**config.mk**
```make
export PLATFORM = sky130hd
export DESIGN_NAME = rls_seq
export DESIGN_NICKNAME = d
export VERILOG_FILES = /design/src/rtl/rls_pkg.sv /design/src/rtl/rls_decode.sv /design/src/rtl/rls_pick.sv /design/src/rtl/rls_seq.sv
export SDC_FILE = /design/constraint.sdc
export NUM_CORES = 1
export LEC_CHECK = 0
export BUFFER_PORTS_ARGS = -buffer_cell sky130_fd_sc_hd__buf_2
export CORE_UTILIZATION = 55
export CTS_BUF_LIST = sky130_fd_sc_hd__clkbuf_8
export DETAILED_ROUTE_END_ITERATION = 10
export PLACE_DENSITY = 0.91
export SKIP_LAST_GASP = 1
export SLEW_MARGIN = 20
export SYNTH_ARGS = -nofsm -noshare
export SYNTH_HDL_FRONTEND = slang
export SYNTH_SLANG_ARGS = --single-unit
```
**constraint.sdc**
```tcl
create_clock -name clk -period 8.7 [get_ports clk]
set_clock_uncertainty 0.2 [all_clocks]
set_input_delay 1.74 -clock clk [delete_from_list [all_inputs] [get_ports clk]]
set_output_delay 1.74 -clock clk [all_outputs]
set_load 0.01 [all_outputs]
```
**src/rtl/rls_pkg.sv**
```systemverilog
package rls_pkg;
    typedef enum logic [2:0] {
        RLS_IDLE,
        RLS_BASE,
        RLS_XFER,
        RLS_LDIDLE,
        RLS_DONE
    } rls_state_e;

    localparam logic [3:0] MULTI_CLASS  = 4'hC;
    localparam int         SP_IDX       = 13;
    localparam int         LR_IDX       = 14;
    localparam int         PC_IDX       = 15;
    localparam int         PC_STORE_ADJ = 2;
endpackage

```
**src/rtl/rls_decode.sv**
```systemverilog
module rls_decode
    import rls_pkg::*;
#(
    parameter int LIST_W = 8,
    parameter int REG_N  = 16,
    parameter int CNT_W  = $clog2(REG_N + 1)
) (
    input  logic [15:0]              instr,
    output logic                     multi,
    output logic                     load,
    output logic [$clog2(REG_N)-1:0] base_idx,
    output logic [REG_N-1:0]         eff_mask,
    output logic [CNT_W-1:0]         count
);
    localparam int IW = $clog2(REG_N);

    logic [LIST_W-1:0] list;
    logic              extra;
    logic              empty_multi;

    assign list        = instr[LIST_W-1:0];
    assign multi       = (instr[15:12] == MULTI_CLASS);
    assign load        = instr[11];
    assign extra       = !multi && instr[8];
    assign empty_multi = multi && (list == '0);
    assign base_idx    = multi ? IW'(instr[10:8]) : IW'(SP_IDX);

    // Effective mask: listed low registers plus LR/PC extras.
    always_comb begin
        eff_mask = '0;
        eff_mask[LIST_W-1:0] = list;
        if (empty_multi) begin
            eff_mask[PC_IDX] = 1'b1;
        end
        if (extra) begin
            if (load) begin
                eff_mask[PC_IDX] = 1'b1;
            end else begin
                eff_mask[LR_IDX] = 1'b1;
            end
        end
    end

    // Word count used for address span (empty multi list counts as REG_N).
    always_comb begin
        if (empty_multi) begin
            count = CNT_W'(REG_N);
        end else begin
            count = CNT_W'($countones(list)) + CNT_W'(extra);
        end
    end
endmodule

```
**src/rtl/rls_pick.sv**
```systemverilog
module rls_pick #(
    parameter int N = 16
) (
    input  logic [N-1:0]         mask,
    output logic [$clog2(N)-1:0] idx,
    output logic [N-1:0]         rest
);
    localparam int IW = $clog2(N);

    logic [N-1:0] low_one;

    assign low_one = mask & (~mask + N'(1));
    assign rest    = mask & ~low_one;

    generate
        for (genvar b = 0; b < IW; b++) begin : g_bit
            logic [N-1:0] sel;
            for (genvar i = 0; i < N; i++) begin : g_pos
                assign sel[i] = ((i >> b) % 2) == 1;
            end
            assign idx[b] = |(low_one & sel);
        end
    endgenerate
endmodule

```
**src/rtl/rls_seq.sv**
```systemverilog
module rls_seq
    import rls_pkg::*;
#(
    parameter int ADDR_W = 32,
    parameter int DATA_W = 32,
    parameter int LIST_W = 8,
    parameter int REG_N  = 16
) (
    input  logic                     clk,
    input  logic                     rst_n,
    input  logic                     start,
    input  logic [15:0]              instr,
    input  logic [ADDR_W-1:0]        pc_in,
    output logic                     busy,
    output logic                     done,
    output logic [$clog2(REG_N)-1:0] rf_raddr,
    input  logic [DATA_W-1:0]        rf_rdata,
    output logic                     rf_wb_we,
    output logic [$clog2(REG_N)-1:0] rf_wb_addr,
    output logic [DATA_W-1:0]        rf_wb_data,
    output logic                     rf_ld_we,
    output logic [$clog2(REG_N)-1:0] rf_ld_addr,
    output logic [DATA_W-1:0]        rf_ld_data,
    output logic                     mem_req,
    output logic                     mem_we,
    output logic                     mem_seq,
    output logic [ADDR_W-1:0]        mem_addr,
    output logic [DATA_W-1:0]        mem_wdata,
    input  logic [DATA_W-1:0]        mem_rdata
);
    localparam int IW     = $clog2(REG_N);
    localparam int CNT_W  = $clog2(REG_N + 1);
    localparam int WORD_B = DATA_W / 8;

    rls_state_e        state_q, state_d;
    logic [15:0]       instr_q;
    logic [REG_N-1:0]  mask_q;
    logic [ADDR_W-1:0] addr_q;
    logic [ADDR_W-1:0] wbval_q;
    logic              first_q;

    logic              multi, load, push;
    logic [IW-1:0]     base_idx;
    logic [REG_N-1:0]  eff_mask;
    logic [CNT_W-1:0]  count;
    logic [IW-1:0]     cur_idx;
    logic [REG_N-1:0]  rest;
    logic [ADDR_W-1:0] base_rd, span;

    rls_decode #(.LIST_W(LIST_W), .REG_N(REG_N), .CNT_W(CNT_W)) u_decode (
        .instr    (instr_q),
        .multi    (multi),
        .load     (load),
        .base_idx (base_idx),
        .eff_mask (eff_mask),
        .count    (count)
    );

    rls_pick #(.N(REG_N)) u_pick (
        .mask (mask_q),
        .idx  (cur_idx),
        .rest (rest)
    );

    assign push    = !multi && !load;
    assign base_rd = ADDR_W'(rf_rdata);
    assign span    = ADDR_W'(count) * ADDR_W'(WORD_B);

    // Next-state logic
    always_comb begin
        state_d = state_q;
        unique case (state_q)
            RLS_IDLE:   if (start) state_d = RLS_BASE;
            RLS_BASE: begin
                if (eff_mask != '0)  state_d = RLS_XFER;
                else if (load)       state_d = RLS_LDIDLE;
                else                 state_d = RLS_DONE;
            end
            RLS_XFER: begin
                if (rest == '0) state_d = load ? RLS_LDIDLE : RLS_DONE;
            end
            RLS_LDIDLE: state_d = RLS_DONE;
            RLS_DONE:   state_d = RLS_IDLE;
            default:    state_d = RLS_IDLE;
        endcase
    end

    // State register and transfer bookkeeping
    always_ff @(posedge clk) begin
        if (!rst_n) begin
            state_q <= RLS_IDLE;
            instr_q <= '0;
            mask_q  <= '0;
            addr_q  <= '0;
            wbval_q <= '0;
            first_q <= 1'b0;
        end else begin
            state_q <= state_d;
            unique case (state_q)
                RLS_IDLE: begin
                    if (start) instr_q <= instr;
                end
                RLS_BASE: begin
                    mask_q  <= eff_mask;
                    addr_q  <= push ? (base_rd - span) : base_rd;
                    wbval_q <= push ? (base_rd - span) : (base_rd + span);
                    first_q <= 1'b1;
                end
                RLS_XFER: begin
                    mask_q  <= rest;
                    addr_q  <= addr_q + ADDR_W'(WORD_B);
                    first_q <= 1'b0;
                end
                default: ;
            endcase
        end
    end

    // Output logic
    always_comb begin
        busy       = (state_q != RLS_IDLE);
        done       = 1'b0;
        rf_raddr   = base_idx;
        rf_wb_we   = 1'b0;
        rf_wb_addr = base_idx;
        rf_wb_data = DATA_W'(wbval_q);
        rf_ld_we   = 1'b0;
        rf_ld_addr = cur_idx;
        rf_ld_data = mem_rdata;
        mem_req    = 1'b0;
        mem_we     = 1'b0;
        mem_seq    = 1'b0;
        mem_addr   = addr_q & ~ADDR_W'(WORD_B - 1);
        mem_wdata  = rf_rdata;
        unique case (state_q)
            RLS_IDLE: ;
            RLS_BASE: begin
                rf_raddr   = base_idx;
                rf_wb_we   = push;
                rf_wb_data = DATA_W'(base_rd - span);
            end
            RLS_XFER: begin
                rf_raddr = cur_idx;
                mem_req  = 1'b1;
                mem_we   = !load;
                mem_seq  = !first_q;
                rf_ld_we = load;
                rf_wb_we = multi && first_q;
                if (cur_idx == IW'(PC_IDX)) begin
                    mem_wdata = DATA_W'(pc_in + ADDR_W'(PC_STORE_ADJ));
                end
            end
            RLS_LDIDLE: begin
                rf_wb_we = !multi;
            end
            RLS_DONE: done = 1'b1;
            default: ;
        endcase
    end

    // Consecutive accesses step by one word.
    assert_addr_step_R2: assert property (@(posedge clk) disable iff (!rst_n)
        mem_req && $past(mem_req) |-> mem_addr == $past(mem_addr) + ADDR_W'(WORD_B));

    // First access of a burst is non-sequential.
    assert_first_nonseq_R8: assert property (@(posedge clk) disable iff (!rst_n)
        mem_req && !$past(mem_req) |-> !mem_seq);

    // Later accesses are sequential.
    assert_later_seq_R8: assert property (@(posedge clk) disable iff (!rst_n)
        mem_req && $past(mem_req) |-> mem_seq);

    // Loaded words are only written while a read is on the bus.
    assert_ld_on_read_R4: assert property (@(posedge clk) disable iff (!rst_n)
        rf_ld_we |-> mem_req && !mem_we);

    // After the last load there is an idle cycle before done.
    assert_load_idle_R9: assert property (@(posedge clk) disable iff (!rst_n)
        $fell(mem_req) && $past(!mem_we) |-> !done && !mem_req);

    // Done lasts one cycle.
    assert_done_pulse_R11: assert property (@(posedge clk) disable iff (!rst_n)
        done |=> !done);
endmodule

```
### Word-level counts from Yosys, hierarchy flattened

Cells that the tools add are included.

* logic and storage cells: 76
* input port bits: 115
* flip-flop bits (word level): 100
* output and inout bits: 147

* add/subtract/negate cells: 13
* bitwise gates (word level): 4
* reduce and logical (&&, ||, !) cells: 19
* equality and inequality tests: 8
* multiplexer cells: 26

Operator list (count)
* $mux 32: 5
* $pmux 32 s2: 1
* $add 32x2->32 const B: 1
* $add 32x3->32 const B: 1
* $add 32x7->32: 1
* $and 16x16->16: 2
* $not 16->16: 2
* $pmux 16 s2: 1
* $reduce_or 8->1: 4
* $sub 32x7->32: 1
* $add 16x1->16 const B: 1
* $logic_not 16->1: 1
* $reduce_bool 16->1: 1
* $add 5x5->5: 3
* $mux 3: 4
* $pmux 3 s4: 1
* $add 1x1->2: 4
* $eq 4x4->1 const B: 2
* $logic_not 8->1: 1
* $mux 1: 8
* $mux 4: 2
* $eq 3x2->1 const B: 2
* $add 5x1->5: 1
* $mux 5: 1
* 12 further kinds: 19

### Longest topological paths before layout

Gate-level depths: netlist of run 1.

* depth after elaboration: 8
* depth in mapped cells: 18
* mapped depth without buffers: 17

### By module

A second synthesis of run 1 with hierarchy kept.

* cells, all modules: 1213
* area, all modules: 8593.2 um^2

By module, submodules not included
* rls_seq: times used 1, seq. area each 1961.9 um^2, cells an instance 1102, area each 7781.2 um^2
* rls_decode: times used 1, seq. area each 0.0 um^2, cells an instance 59, area each 479.2 um^2
* rls_pick: times used 1, seq. area each 0.0 um^2, cells an instance 52, area each 332.8 um^2

### Least setup slack after synthesis of run 1

No wires, ideal clock.

* path type: register -> output
* start: register instr_q[6]
* end: output port rf_wb_data[28]
* cell stages (with the launch flop): 17
* data arrival time: 4.424 ns
* slack: 2.336 ns
* buffers on the path: 2
* data required time: 6.760 ns
* path through: dfxtp_1 -> inv_1 -> ha_1 -> fa_1 -> fa_1 -> ha_1 -> fa_1 -> nand2_1 -> ha_1 -> clkbuf_1 -> nor2b_1 -> o31a_1 -> clkbuf_1 -> nor3_1 -> and4_1 -> xnor2_1 -> o21ai_0

* longest elaborated chain between the ends: 7
* elaborated cells on any way between the ends: 9
* those cells by class: 5 x add/sub; 2 x mux; 2 x reduce/logical

RTL lines
* from (decl): RTL line rls_seq.sv:36 `logic [15:0] instr_q;`
* from (signal assigned): RTL line rls_seq.sv:101 `if (start) instr_q <= instr;`
* $add 1x1->2 (not written as such): RTL line rls_decode.sv:49 `count = CNT_W'($countones(list)) + CNT_W'(extra);`
* $add 5x5->5 (not written as such) (2 in a row): RTL line rls_decode.sv:49
* $add 5x1->5: RTL line rls_decode.sv:49
* $mux 5 *: RTL line rls_decode.sv:46 `if (empty_multi) begin`
* $sub 32x7->32 *: RTL line rls_seq.sv:140 `rf_wb_data = DATA_W'(base_rd - span);`
* $mux 32 *: RTL line rls_seq.sv:135 `unique case (state_q)`
* to (decl): RTL line rls_seq.sv:20 `output logic [DATA_W-1:0] rf_wb_data,`

Mark *: on every way between the ends. The rest lies on a longest branch, timed or not.

### Worst setup path in the final report of run 1

Ends and elaborated chain as after synthesis.

==> results of run 1 <==
final timing paths:
check                                                 to  slack (ns)  cells after the start
worst max register to register   addr_q[28]$_SDFFE_PN0P_        3.18                     14
worst min register to register  instr_q[10]$_SDFFE_PN0P_        0.26                      2
worst max-delay path                      rf_wb_data[28]        1.53                     15
worst min-delay path            instr_q[10]$_SDFFE_PN0P_        0.26                      2
power breakdown:
part           leakage [nW]  internal [mW]  switching (mW)
Clock                 0.113          0.157           0.166
Sequential            0.802          0.527          0.0854
Combinational          2.91          0.283           0.492
Total                  3.82          0.967           0.744
worst reg2reg max path, stage by stage (launching register included):
cell     delay, ns
dfxtp_1       0.40
inv_1         0.06
ha_1          0.31
fa_1          0.45
fa_1          0.47
ha_1          0.22
fa_1          0.48
nand2_1       0.08
ha_1          0.40
nor2b_1       0.21
o31ai_1       0.85
nand4_2       0.27
or4b_4        0.61
xor2_1        0.27
a21oi_1       0.10
registers in the layout (all words and copies together) (netlist names):
register and flops:
wbval_q 32, mask_q 16, state_q 3, instr_q 16
addr_q 30, first_q 1
layout make-up:
class | instances | area, µm² | share of cell area, %
sequential | 98 | 1962 | 21.12
inverter | 32 | 120.1 | 1.293
tap | 184 | 230.2 | 2.479
clock inverter | 6 | 76.32 | 0.8218
timing repair buffer | 207 | 1066 | 11.48
clock buffer | 9 | 123.9 | 1.334
multi-input combinational | 936 | 5709 | 61.47
cells by family (layout without fill, tap and decap cells):
kind of cell / Yosys count / count (layout) / share of synthesized area (%)
AO/OA/AOI/OAI: 303 / 303 / 21.95
XOR/XNOR: 99 / 99 / 10.36
adder cells (fa/ha/maj): 29 / 29 / 4.934
buffers and inverters: 158 / 254 / 8.852
flip-flops: 98 / 98 / 23.44
multiplexers: 10 / 10 / 1.316
other: 1 / 2 / 0.04481
AND/OR/NAND/NOR: 493 / 493 / 29.10
placed cells by master (no fill, tap or decap), drive strengths merged, types with 8 or more instances in the layout:
| master | netlist | layout |
|---|---|---|
| a211oi | 13 | 13 |
| a21oi | 80 | 80 |
| a22oi | 9 | 9 |
| and2 | 11 | 11 |
| and3 | 21 | 21 |
| buf | 49 | 207 |
| clkbuf | 77 | 9 |
| dfxtp | 98 | 98 |
| ha | 21 | 21 |
| inv | 31 | 34 |
| mux2 | 8 | 8 |
| nand2 | 181 | 181 |
| nand2b | 11 | 11 |
| nand3 | 54 | 54 |
| nand4 | 34 | 34 |
| nor2 | 77 | 77 |
| nor3 | 30 | 30 |
| nor4 | 18 | 18 |
| o211ai | 11 | 11 |
| o21ai | 119 | 119 |
| or3 | 16 | 16 |
| or4 | 8 | 8 |
| xnor2 | 44 | 44 |
| xor2 | 55 | 55 |
layer usage:
| layer | up-vias | global-route usage (%) |
|---|---|---|
| li1 | 4371 | - |
| met1 | 4248 | 42.34 |
| met2 | 611 | 54.58 |
| met3 | 109 | 4.750 |
| met4 | 0 | 18.08 |
| met5 | - | 0 |
==> out/metrics.cfg, run 1 <==
[grt]
grt_max_degree = 79
grt-ovfl-total = 0
gr-usage-all-layers_pct = 33.32
grt_pass1_vias = 8605
antenna_found_initial = 0
grt_pass1_wl_um = 42440

[routing]
ant_nets = 0
vias_per_cell = 6.344
met2WireLength_um = 12310
top_layer = met4
wl_met1_um = 10420
routed_wl_um = 26570
drc = 15
dr.first_iter.drc_count = 1126
wl_met3_um = 2662
drt_first_pass_iters = 9
wl_per_cell_um = 18.05
vias = 9339

[min_path]
hp-start = instr_q[10]$_SDFFE_PN0P_
hold_path.class = register to register

[die]
die_w_um = 125.3
initial_core_util_pct = 56.93
fp.coreArea_um2 = 14700
rows = 44
io_pins = 262
dieArea_um2 = 15710
die_height_um = 125.3

[synthesis]
synth_cell_types = 73
synth_warnings = 0
synthTopCellsByArea = dfxtp_1 23%, nand2_1 8.1%, o21ai_0 7.1%
syn_area_per_cell_um2 = 7.026
synth_top_area_cell = dfxtp_1
synth_top_area_share_pct = 23.44
synth_commonest_cells = 181 x nand2_1, 119 x o21ai_0, 98 x dfxtp_1, 80 x a21oi_1
netlist_area_um2 = 8368
synth_seq_cells = 98
ys.flop_type = dfxtp_1
ys_seq_area_share_pct = 23.44
synth_most_common_cell = nand2_1
async_reset_ff_share_pct = 0
netlist_instances = 1191
synth_edf_count = 0

[finish]
fin_util_pct = 63.19
layout.cells.non_filler = 1472
design_area_um2 = 9288
area_growth_pct = 10.99
n_antenna_cell = 0
fillers = 1350
nets = 1427
final_layout_size_suffix_gt1_share_pct = 19.33

[sta]
worst_slew_pin_slew_ns = 1.096
hold-worst-slack_ns = 0.2573
fin_ws_ns = 1.532
period_share_pct = 82.39
max_slew_margin_pct = 26.83
min_period_ns = 7.168
hold_violations = 0
drv_slew = 0
fmaxAchievable_mhz = 139.5
setup_violations = 0
rsz0062_at_grt = no
tns_ns = 0

[placement]
dp_cells = 1457
gp_congestion = 0.9667
pre_cts_ws_ns = 2.022
placed_area_um2 = 9081
hpwl_um = 19580
port_buffers = 195

[clock_network]
post-cts-setup-buffers = 0
clock_latency_ns = 0.39
ctsResizeCount = 0
cts_hold_buf = 0
cts.sinks = 98
cts_root_buffer = clkbuf_8
cts_buffers = 9
cts_tree = done
clk_path_buf_depth = 2
htreeDepth = 3
path_clk_slew_ns = 0.09

[setup_path]
r2r-start = instr_q[6]$_SDFFE_PN0P_
cp-start-kind = register
path_buf_inv = 2
cp_slowest_stage_delay_ns = 0.69
crit_family = adder cells
crit_type = register to output pin
crit_slowest_cell = nor3_1
cp.arrival_ns = 5.23
worstPathRequired_ns = 6.76
crit_chain = inv_1 > ha_1 > fa_1 > fa_1 > ha_1 > fa_1 > nand2_1 > ha_1 > nor2b_1 > o31a_1 > nor3_1 > and4_1 > xnor2_1 > o21ai_0 > buf_2
crit_path_end_kind = output pin
critPathMaxFanout = 10
startpoint = instr_q[6]$_SDFFE_PN0P_

[outcome]
violations = design-rule violations
outcome = complete, but fails checks

[power]
powerDensity_nw_per_um2 = 184.2
p_total_mw = 1.711
vdd_ir_drop_max_mv = 0.1168
p_leak_nw = 3.822

[job]
maxCapViolations = 0

Note: power is estimated with default switching activity, not from simulation.
==> run 2: changes to the inputs <==
--- a/config.mk
+++ b/config.mk
@@ -5,11 +5,12 @@
 export SDC_FILE = /design/constraint.sdc
 export NUM_CORES = 1
 export LEC_CHECK = 0
+export ABC_AREA = 1
 export BUFFER_PORTS_ARGS = -buffer_cell sky130_fd_sc_hd__buf_2
 export CORE_UTILIZATION = 55
 export CTS_BUF_LIST = sky130_fd_sc_hd__clkbuf_8
 export DETAILED_ROUTE_END_ITERATION = 10
-export PLACE_DENSITY = 0.91
+export PLACE_DENSITY = 0.89
 export SKIP_LAST_GASP = 1
 export SLEW_MARGIN = 20
 export SYNTH_ARGS = -nofsm -noshare
==> constraint.sdc (replaced) <==
create_clock -name clk -period 7 [get_ports clk]
set_clock_uncertainty 0.2 [all_clocks]
set_input_delay 1.4 -clock clk [delete_from_list [all_inputs] [get_ports clk]]
set_output_delay 1.4 -clock clk [all_outputs]
set_load 0.01 [all_outputs]
==> run 2 against run 1 <==
The run now ends clean. Utilization shrank 1.3 points. Total power rose by 37%. Die area up 19%. Combinational power increased by 59%. Area after synthesis increased by 20%. Via count grew 28%. Sequential share of layout area shrank 3.1 points. Final cell count rose by 43%. Count of clock-buffer cells in the layout unchanged. Highest routed layer unchanged. Sequential power up 22%.
==> out/metrics.cfg, run 2 <==
[outcome]
outcome = complete, no violations  ; was complete, but fails checks

[clock_network]
htreeDepth = 3  ; unchanged
ctsResizeCount = 0  ; unchanged
cts_tree = done  ; unchanged
cts_buffers = 9  ; unchanged
post-cts-setup-buffers = 0  ; unchanged
cts_hold_buf = 0  ; unchanged
path_clk_slew_ns = 0.10  ; was 0.09 ns
clk_path_buf_depth = 2  ; unchanged
clock_latency_ns = 0.41  ; was 0.39 ns
cts_root_buffer = clkbuf_8  ; unchanged
cts.sinks = 98  ; unchanged

[setup_path]
worstPathRequired_ns = 5.40  ; was 6.76 ns
crit_chain = inv_1 > ha_1 > fa_1 > fa_1 > ha_1 > fa_1 > nand2_1 > ha_1 > nand2_1 > nand2_1 > nand2_1 > nand2_1 > nor2_4 > nand2_1 > xor2_1 > nand2_1 > o21ai_0 > buf_2  ; was inv_1 > ha_1 > fa_1 > fa_1 > ha_1 > fa_1 > nand2_1 > ha_1 > nor2b_1 > o31a_1 > nor3_1 > and4_1 > xnor2_1 > o21ai_0 > buf_2
cp_common_cell = nand2_1
crit_type = register to output pin  ; unchanged
cp.arrival_ns = 4.58  ; was 5.23 ns
crit_path_end_kind = output pin  ; unchanged
cp_slowest_stage_delay_ns = 0.48  ; was 0.69 ns
crit_slowest_cell = fa_1  ; was nor3_1
cp-start-kind = register  ; unchanged
critPathMaxFanout = 10  ; unchanged

[sta]
rsz0062_at_grt = no  ; unchanged
period_share_pct = 88.28
worst_slew_pin_slew_ns = 0.9500  ; was 1.096 ns
fmaxAchievable_mhz = 161.8
min_period_ns = 6.180
setup_violations = 0  ; unchanged
drv_slew = 0  ; unchanged
fin_ws_ns = 0.8202  ; was 1.532 ns
max_slew_margin_pct = 36.52  ; was 26.83%
tns_ns = 0  ; unchanged
hold_violations = 0  ; unchanged

[grt]
grt-ovfl-total = 0  ; unchanged
grt_pass1_vias = 10424  ; was 8,605
grt_pass1_wl_um = 53130  ; was 42,440 µm
grt_max_degree = 88  ; was 79
gr-usage-all-layers_pct = 36.36  ; was 33.32%
antenna_found_initial = 2  ; was 0

[power]
p_total_mw = 2.340  ; was 1.711 mW
powerDensity_nw_per_um2 = 215.4  ; was 184.2 nW/µm²
p_leak_nw = 5.389  ; was 3.822 nW
vdd_ir_drop_max_mv = 0.2878  ; was 0.1168 mV

[routing]
routed_wl_um = 34150  ; was 26,570 µm
dr.first_iter.drc_count = 1091  ; was 1,126
ant_nets = 0  ; unchanged
vias_per_cell = 5.686  ; was 6.344
wl_per_cell_um = 16.20  ; was 18.05 µm
drt_first_pass_iters = 6  ; was 9
vias = 11986  ; was 9,339
drc = 0  ; was 15

[synthesis]
synth_cell_types = 51  ; was 73
synth-simple-area-share_pct = 42.90  ; was 29.10%
syn_area_per_cell_um2 = 5.639  ; was 7.026 µm²
synthTopCellsByArea = nand2_1 23%, dfxtp_1 20%, inv_1 6.9%  ; was dfxtp_1 23%, nand2_1 8.1%, o21ai_0 7.1%
synth_seq_cells = 98  ; unchanged
synthMuxAreaShare_pct = 0  ; was 1.316%
synth_top_area_share_pct = 22.70  ; was 23.44%
synth_commonest_cells = 606 x nand2_1, 183 x inv_1, 173 x nor2_1, 120 x o21ai_0, 114 x nand3_1  ; was 181 x nand2_1, 119 x o21ai_0, 98 x dfxtp_1, 80 x a21oi_1
ys_seq_area_share_pct = 19.58  ; was 23.44%
netlist_area_um2 = 10020  ; was 8368 µm²
synth-compound-area-share_pct = 15.62  ; was 21.95%
synthAdderAreaFrac_pct = 4.020  ; was 4.934%
ys.flop_type = dfxtp_1  ; unchanged
synth_edf_count = 0  ; unchanged
synth_most_common_cell = nand2_1  ; unchanged
netlist_instances = 1777  ; was 1,191
yosys.area_share.xor_xnor_pct = 4.283  ; was 10.36%
synth_warnings = 0  ; unchanged
synth_top_family_by_area = simple AND/OR/NAND/NOR gates  ; unchanged
async_reset_ff_share_pct = 0  ; unchanged
synth_top_area_cell = nand2_1  ; was dfxtp_1

[finish]
nets = 2020  ; was 1,427
layout.cells.non_filler = 2108  ; was 1,472
regMostFlops = wbval_q  ; unchanged
fin_util_pct = 61.93  ; was 63.19%
area_growth_pct = 8.378  ; was 10.99%
fillers = 1789  ; was 1,350
layout_commonest_cell = nand2_1  ; was buf_2
reg.largest.list = wbval_q: 32 flops, addr_q: 30 flops  ; unchanged
final_layout_size_suffix_gt1_share_pct = 14.30  ; was 19.33%
largest_reg_flops = 32  ; unchanged
mostFrequentLayoutCells = 606 x nand2_1, 195 x buf_2, 182 x inv_1  ; was 195 x buf_2, 181 x nand2_1, 119 x o21ai_0

[job]
maxCapViolations = 0  ; unchanged

[placement]
gp_congestion = 1.016  ; was 0.9667
port_buffers = 195  ; unchanged
hpwl_um = 26360  ; was 19,580 µm
pre_cts_ws_ns = 1.376  ; was 2.022 ns
dp_cells = 2091  ; was 1,457

[die]
fp.coreArea_um2 = 17540  ; was 14,700 µm²
io_pins = 262  ; unchanged
die_height_um = 137.0  ; was 125.3 µm
dieArea_um2 = 18760  ; was 15,710 µm²
rows = 48  ; was 44
initial_core_util_pct = 57.14  ; was 56.93%
die_w_um = 137.0  ; was 125.3 µm

[min_path]
hold_path.class = register to register  ; unchanged

[run 2: cell types whose count changed after synthesis, moves of 32 or more]
cell | before | now
clkbuf_1 | 77 | 30
inv_1 | 31 | 183
nand2_1 | 181 | 606
nand3_1 | 54 | 114
nor2_1 | 77 | 173
xnor2_1 | 44 | 12
[run 2: final cells by class]
cell class | count | area [µm²] | share of cell area [%]
Multi-Input combinational cell | 1379 | 6709 | 61.77
Sequential cell | 98 | 1962 | 18.06
Timing Repair Buffer | 202 | 1028 | 9.470
Inverter | 187 | 701.9 | 6.463
Tap cell | 225 | 281.5 | 2.592
Clock buffer | 9 | 123.9 | 1.141
Clock inverter | 6 | 48.80 | 0.4493
Antenna cell | 2 | 5.005 | 0.04608
[run 2: logic make-up after synthesis]
family / count (synthesis)
AND/OR/NAND/NOR: 1013
buffers and inverters: 301
AO/OA/AOI/OAI: 287
flip-flops: 98
XOR/XNOR: 49
adder cells (fa/ha/maj): 28
other: 1
[run 2: worst max-delay path: cells and delay by family, from the launching register on]
kind / cells / cell delay [ns]
AO/OA/AOI/OAI: 1 / 0.17
XOR/XNOR: 1 / 0.19
adder cells (fa/ha/maj): 6 / 2.34
buffers and inverters: 2 / 0.27
flip-flops: 1 / 0.36
AND/OR/NAND/NOR: 8 / 0.83
[run 2: stage by stage]
| step | cell area [µm²] | hold WS (ns) |
|---|---|---|
| after floorplan | 10020 | 0.2297 |
| after global placement | 10680 | 0.2412 |
| after detailed placement | 10680 | 0.2468 |
| after CTS | 10860 | 0.2615 |
| after global routing | 10860 | 0.2980 |
| final | 10860 | 0.2626 |
[run 2: path summary, 6_finish.rpt]
check	slack [ns]	cells past startpoint	startpoint	endpoint
max	0.82	18	instr_q[6]$_SDFFE_PN0P_	rf_wb_data[11]
min	0.26	2	instr_q[10]$_SDFFE_PN0P_	instr_q[10]$_SDFFE_PN0P_
max reg2reg	2.39	17	instr_q[6]$_SDFFE_PN0P_	wbval_q[18]$_SDFFE_PN0P_
min reg2reg	0.26	2	instr_q[10]$_SDFFE_PN0P_	instr_q[10]$_SDFFE_PN0P_
[run 2: metal layers]
| metal | vias up | track usage (%) | routed length [µm] |
|---|---|---|---|
| li1 | 5865 | - | - |
| met1 | 5411 | 46.68 | 14100 |
| met2 | 612 | 59.12 | 15590 |
| met3 | 98 | 6.333 | 3047 |
| met4 | 0 | 16.54 | 1406 |
| met5 | - | 0 | 0 |
[run 2: power by group]
group          switching (mW)  total (mW)  internal, mW
clock                   0.228       0.360         0.132
combinational           0.822        1.23         0.413
sequential             0.0946       0.745         0.650
==> run 3: changes to the inputs <==
--- a/config.mk
+++ b/config.mk
@@ -7,10 +7,11 @@
 export LEC_CHECK = 0
 export ABC_AREA = 1
 export BUFFER_PORTS_ARGS = -buffer_cell sky130_fd_sc_hd__buf_2
-export CORE_UTILIZATION = 55
+export CORE_MARGIN = 2
+export CORE_UTILIZATION = 56
 export CTS_BUF_LIST = sky130_fd_sc_hd__clkbuf_8
 export DETAILED_ROUTE_END_ITERATION = 10
-export PLACE_DENSITY = 0.89
+export PLACE_DENSITY = 0.9
 export SKIP_LAST_GASP = 1
 export SLEW_MARGIN = 20
 export SYNTH_ARGS = -nofsm -noshare
==> run 3 against run 2 <==
Die area grew 1.2%. Combinational power about the same. Count of clock-buffer cells in the layout is the same. Sequential cell count unchanged. Total power grew 2.6%. Clock power is 16% higher. Routed wire length fell by 0.43%.
==> out/metrics.cfg, run 3 (synthesis gave the netlist of run 2 again) <==
[power]
vdd_ir_drop_max_mv = 0.2289  ; was 0.2878 mV
p_leak_nw = 5.413  ; was 5.389 nW
powerDensity_nw_per_um2 = 220.0  ; was 215.4 nW/µm²

[routing]
vias_per_cell = 5.625  ; was 5.686
drc = 0  ; unchanged
wl_per_cell_um = 16.13  ; was 16.20 µm
ant_nets = 0  ; unchanged
drt_first_pass_iters = 7  ; was 6
routed_wl_um = 34000  ; was 34,150 µm
dr.first_iter.drc_count = 1415  ; was 1,091
vias = 11858  ; was 11,986

[grt]
grt_pass1_vias = 10708  ; was 10,424
busiest_layer = met2  ; unchanged
grt_max_degree = 88  ; unchanged
grt_pass1_wl_um = 52830  ; was 53,130 µm
antenna_found_initial = 1  ; was 2
gr-usage-all-layers_pct = 35.39  ; was 36.36%
grt-ovfl-total = 0  ; unchanged
met1_usage_pct = 44.71  ; was 46.68%
grtUsageMet2_pct = 59.26  ; was 59.12%
grt.met3_usage_pct = 5.445  ; was 6.333%

[sta]
min_period_ns = 6.187  ; was 6.180 ns
tns_ns = 0  ; unchanged
setup_violations = 0  ; unchanged
rsz0062_at_grt = no  ; unchanged
hold_violations = 0  ; unchanged
period_share_pct = 88.38  ; was 88.28%
fmaxAchievable_mhz = 161.6  ; was 161.8 MHz
drv_slew = 0  ; unchanged
fin_ws_ns = 0.8133  ; was 0.8202 ns
worst_slew_pin_slew_ns = 0.9836  ; was 0.9500 ns
max_slew_margin_pct = 34.27  ; was 36.52%

[finish]
fin_util_pct = 62.63  ; was 61.93%
final_layout_size_suffix_gt1_share_pct = 14.35  ; was 14.30%
regMostFlops = wbval_q  ; unchanged
mostFrequentLayoutCells = 606 x nand2_1, 195 x buf_2, 182 x inv_1  ; unchanged
reg.largest.list = wbval_q: 32 flops, addr_q: 30 flops  ; unchanged
largest_reg_flops = 32  ; unchanged
layout_commonest_cell = nand2_1  ; unchanged
area_growth_pct = 8.853  ; was 8.378%
nets = 2020  ; unchanged
design_area_um2 = 10910  ; was 10,860 µm²

[min_path]
hold_path.class = register to register  ; unchanged

[die]
io_pins = 262  ; unchanged
dieArea_um2 = 18980  ; was 18,760 µm²
initial_core_util_pct = 57.54  ; was 57.14%
rows = 48  ; unchanged
die_w_um = 137.8  ; was 137.0 µm
fp.coreArea_um2 = 17420  ; was 17,540 µm²
die_height_um = 137.8  ; was 137.0 µm

[setup_path]
crit_slowest_cell = fa_1  ; unchanged
cp-start-kind = register  ; unchanged
crit_family = adder cells  ; unchanged
crit_chain = inv_1 > ha_1 > fa_1 > fa_1 > ha_1 > fa_1 > nand2_1 > ha_1 > nand2_1 > nand2_1 > nand2_1 > nand2_1 > nor2_4 > nand2_1 > xor2_1 > nand2_1 > nand2_1 > buf_2  ; was inv_1 > ha_1 > fa_1 > fa_1 > ha_1 > fa_1 > nand2_1 > ha_1 > nand2_1 > nand2_1 > nand2_1 > nand2_1 > nor2_4 > nand2_1 > xor2_1 > nand2_1 > o21ai_0 > buf_2
critPathMaxFanout = 10  ; unchanged
path_buf_inv = 2  ; unchanged
cp_slowest_stage_delay_ns = 0.47  ; was 0.48 ns
crit_type = register to output pin  ; unchanged
worstPathRequired_ns = 5.40  ; about the same
crit_path_end_kind = output pin  ; unchanged
cp.arrival_ns = 4.59  ; was 4.58 ns
cp_common_cell = nand2_1  ; unchanged

[clock_network]
post-cts-setup-buffers = 0  ; unchanged
clk_path_buf_depth = 2  ; unchanged
path_clk_slew_ns = 0.12  ; was 0.10 ns
clock_latency_ns = 0.40  ; was 0.41 ns
cts_buffers = 9  ; unchanged
cts.sinks = 98  ; unchanged
htreeDepth = 3  ; unchanged
cts_tree = done  ; unchanged
ctsResizeCount = 0  ; unchanged
cts_root_buffer = clkbuf_8  ; unchanged
cts_hold_buf = 0  ; unchanged

[placement]
placed_area_um2 = 10680  ; unchanged
hpwl_um = 26250  ; was 26,360 µm
pre_cts_ws_ns = 1.321  ; was 1.376 ns
port_buffers = 195  ; unchanged
gp_congestion = 1.006  ; was 1.016

[outcome]
outcome = complete, no violations  ; unchanged

[job]
maxCapViolations = 0  ; unchanged

-- run 3: area by class of cell --
cell class                 instances  area [µm²]
fill                            1775        6509
tap                              225       281.5
multi-input combinational       1379        6709
clock buffer                       9       123.9
sequential                        98        1962
timing repair buffer             202        1028
clock inverter                     7       98.84
inverter                         187       701.9
antenna                            1       2.502
-- run 3: through the flow --
stage	power [mW]	cells	hold slack, ns
floorplan	1.593	1778	0.2297
global placement	1.941	2091	0.2411
detailed placement	1.967	2091	0.2506
CTS	2.385	2107	0.2669
global route	2.573	2107	0.3034
finish	2.400	2108	0.2671
-- run 3: worst paths after layout --
kind,start,endpoint,slack (ns),cells past startpoint
min,instr_q[10]$_SDFFE_PN0P_,instr_q[10]$_SDFFE_PN0P_,0.27,2
min reg2reg,instr_q[10]$_SDFFE_PN0P_,instr_q[10]$_SDFFE_PN0P_,0.27,2
max reg2reg,instr_q[7]$_SDFFE_PN0P_,wbval_q[11]$_SDFFE_PN0P_,2.44,19
max,instr_q[7]$_SDFFE_PN0P_,rf_wb_data[15],0.81,18
-- run 3: tightest hold or removal path: cells and delay by family, from the launching register on --
kind	cells	cell delay [ns]
buf+inv	1	0.06
flops	1	0.32
compound gates	1	0.05
-- run 3: power by group --
group | switching [mW] | total [mW] | internal, mW
clock | 0.241 | 0.418 | 0.176
sequential | 0.0935 | 0.744 | 0.650
combinational | 0.826 | 1.24 | 0.413
total | 1.16 | 2.40 | 1.24
-- run 3: routing by layer --
layer	part of all wire (%)	vias up	wire length, µm
met3	8.9	104	3015
li1	-	5839	-
met4	4.6	0	1566
met2	46	606	15650
met1	40	5309	13770
met5	0	-	0
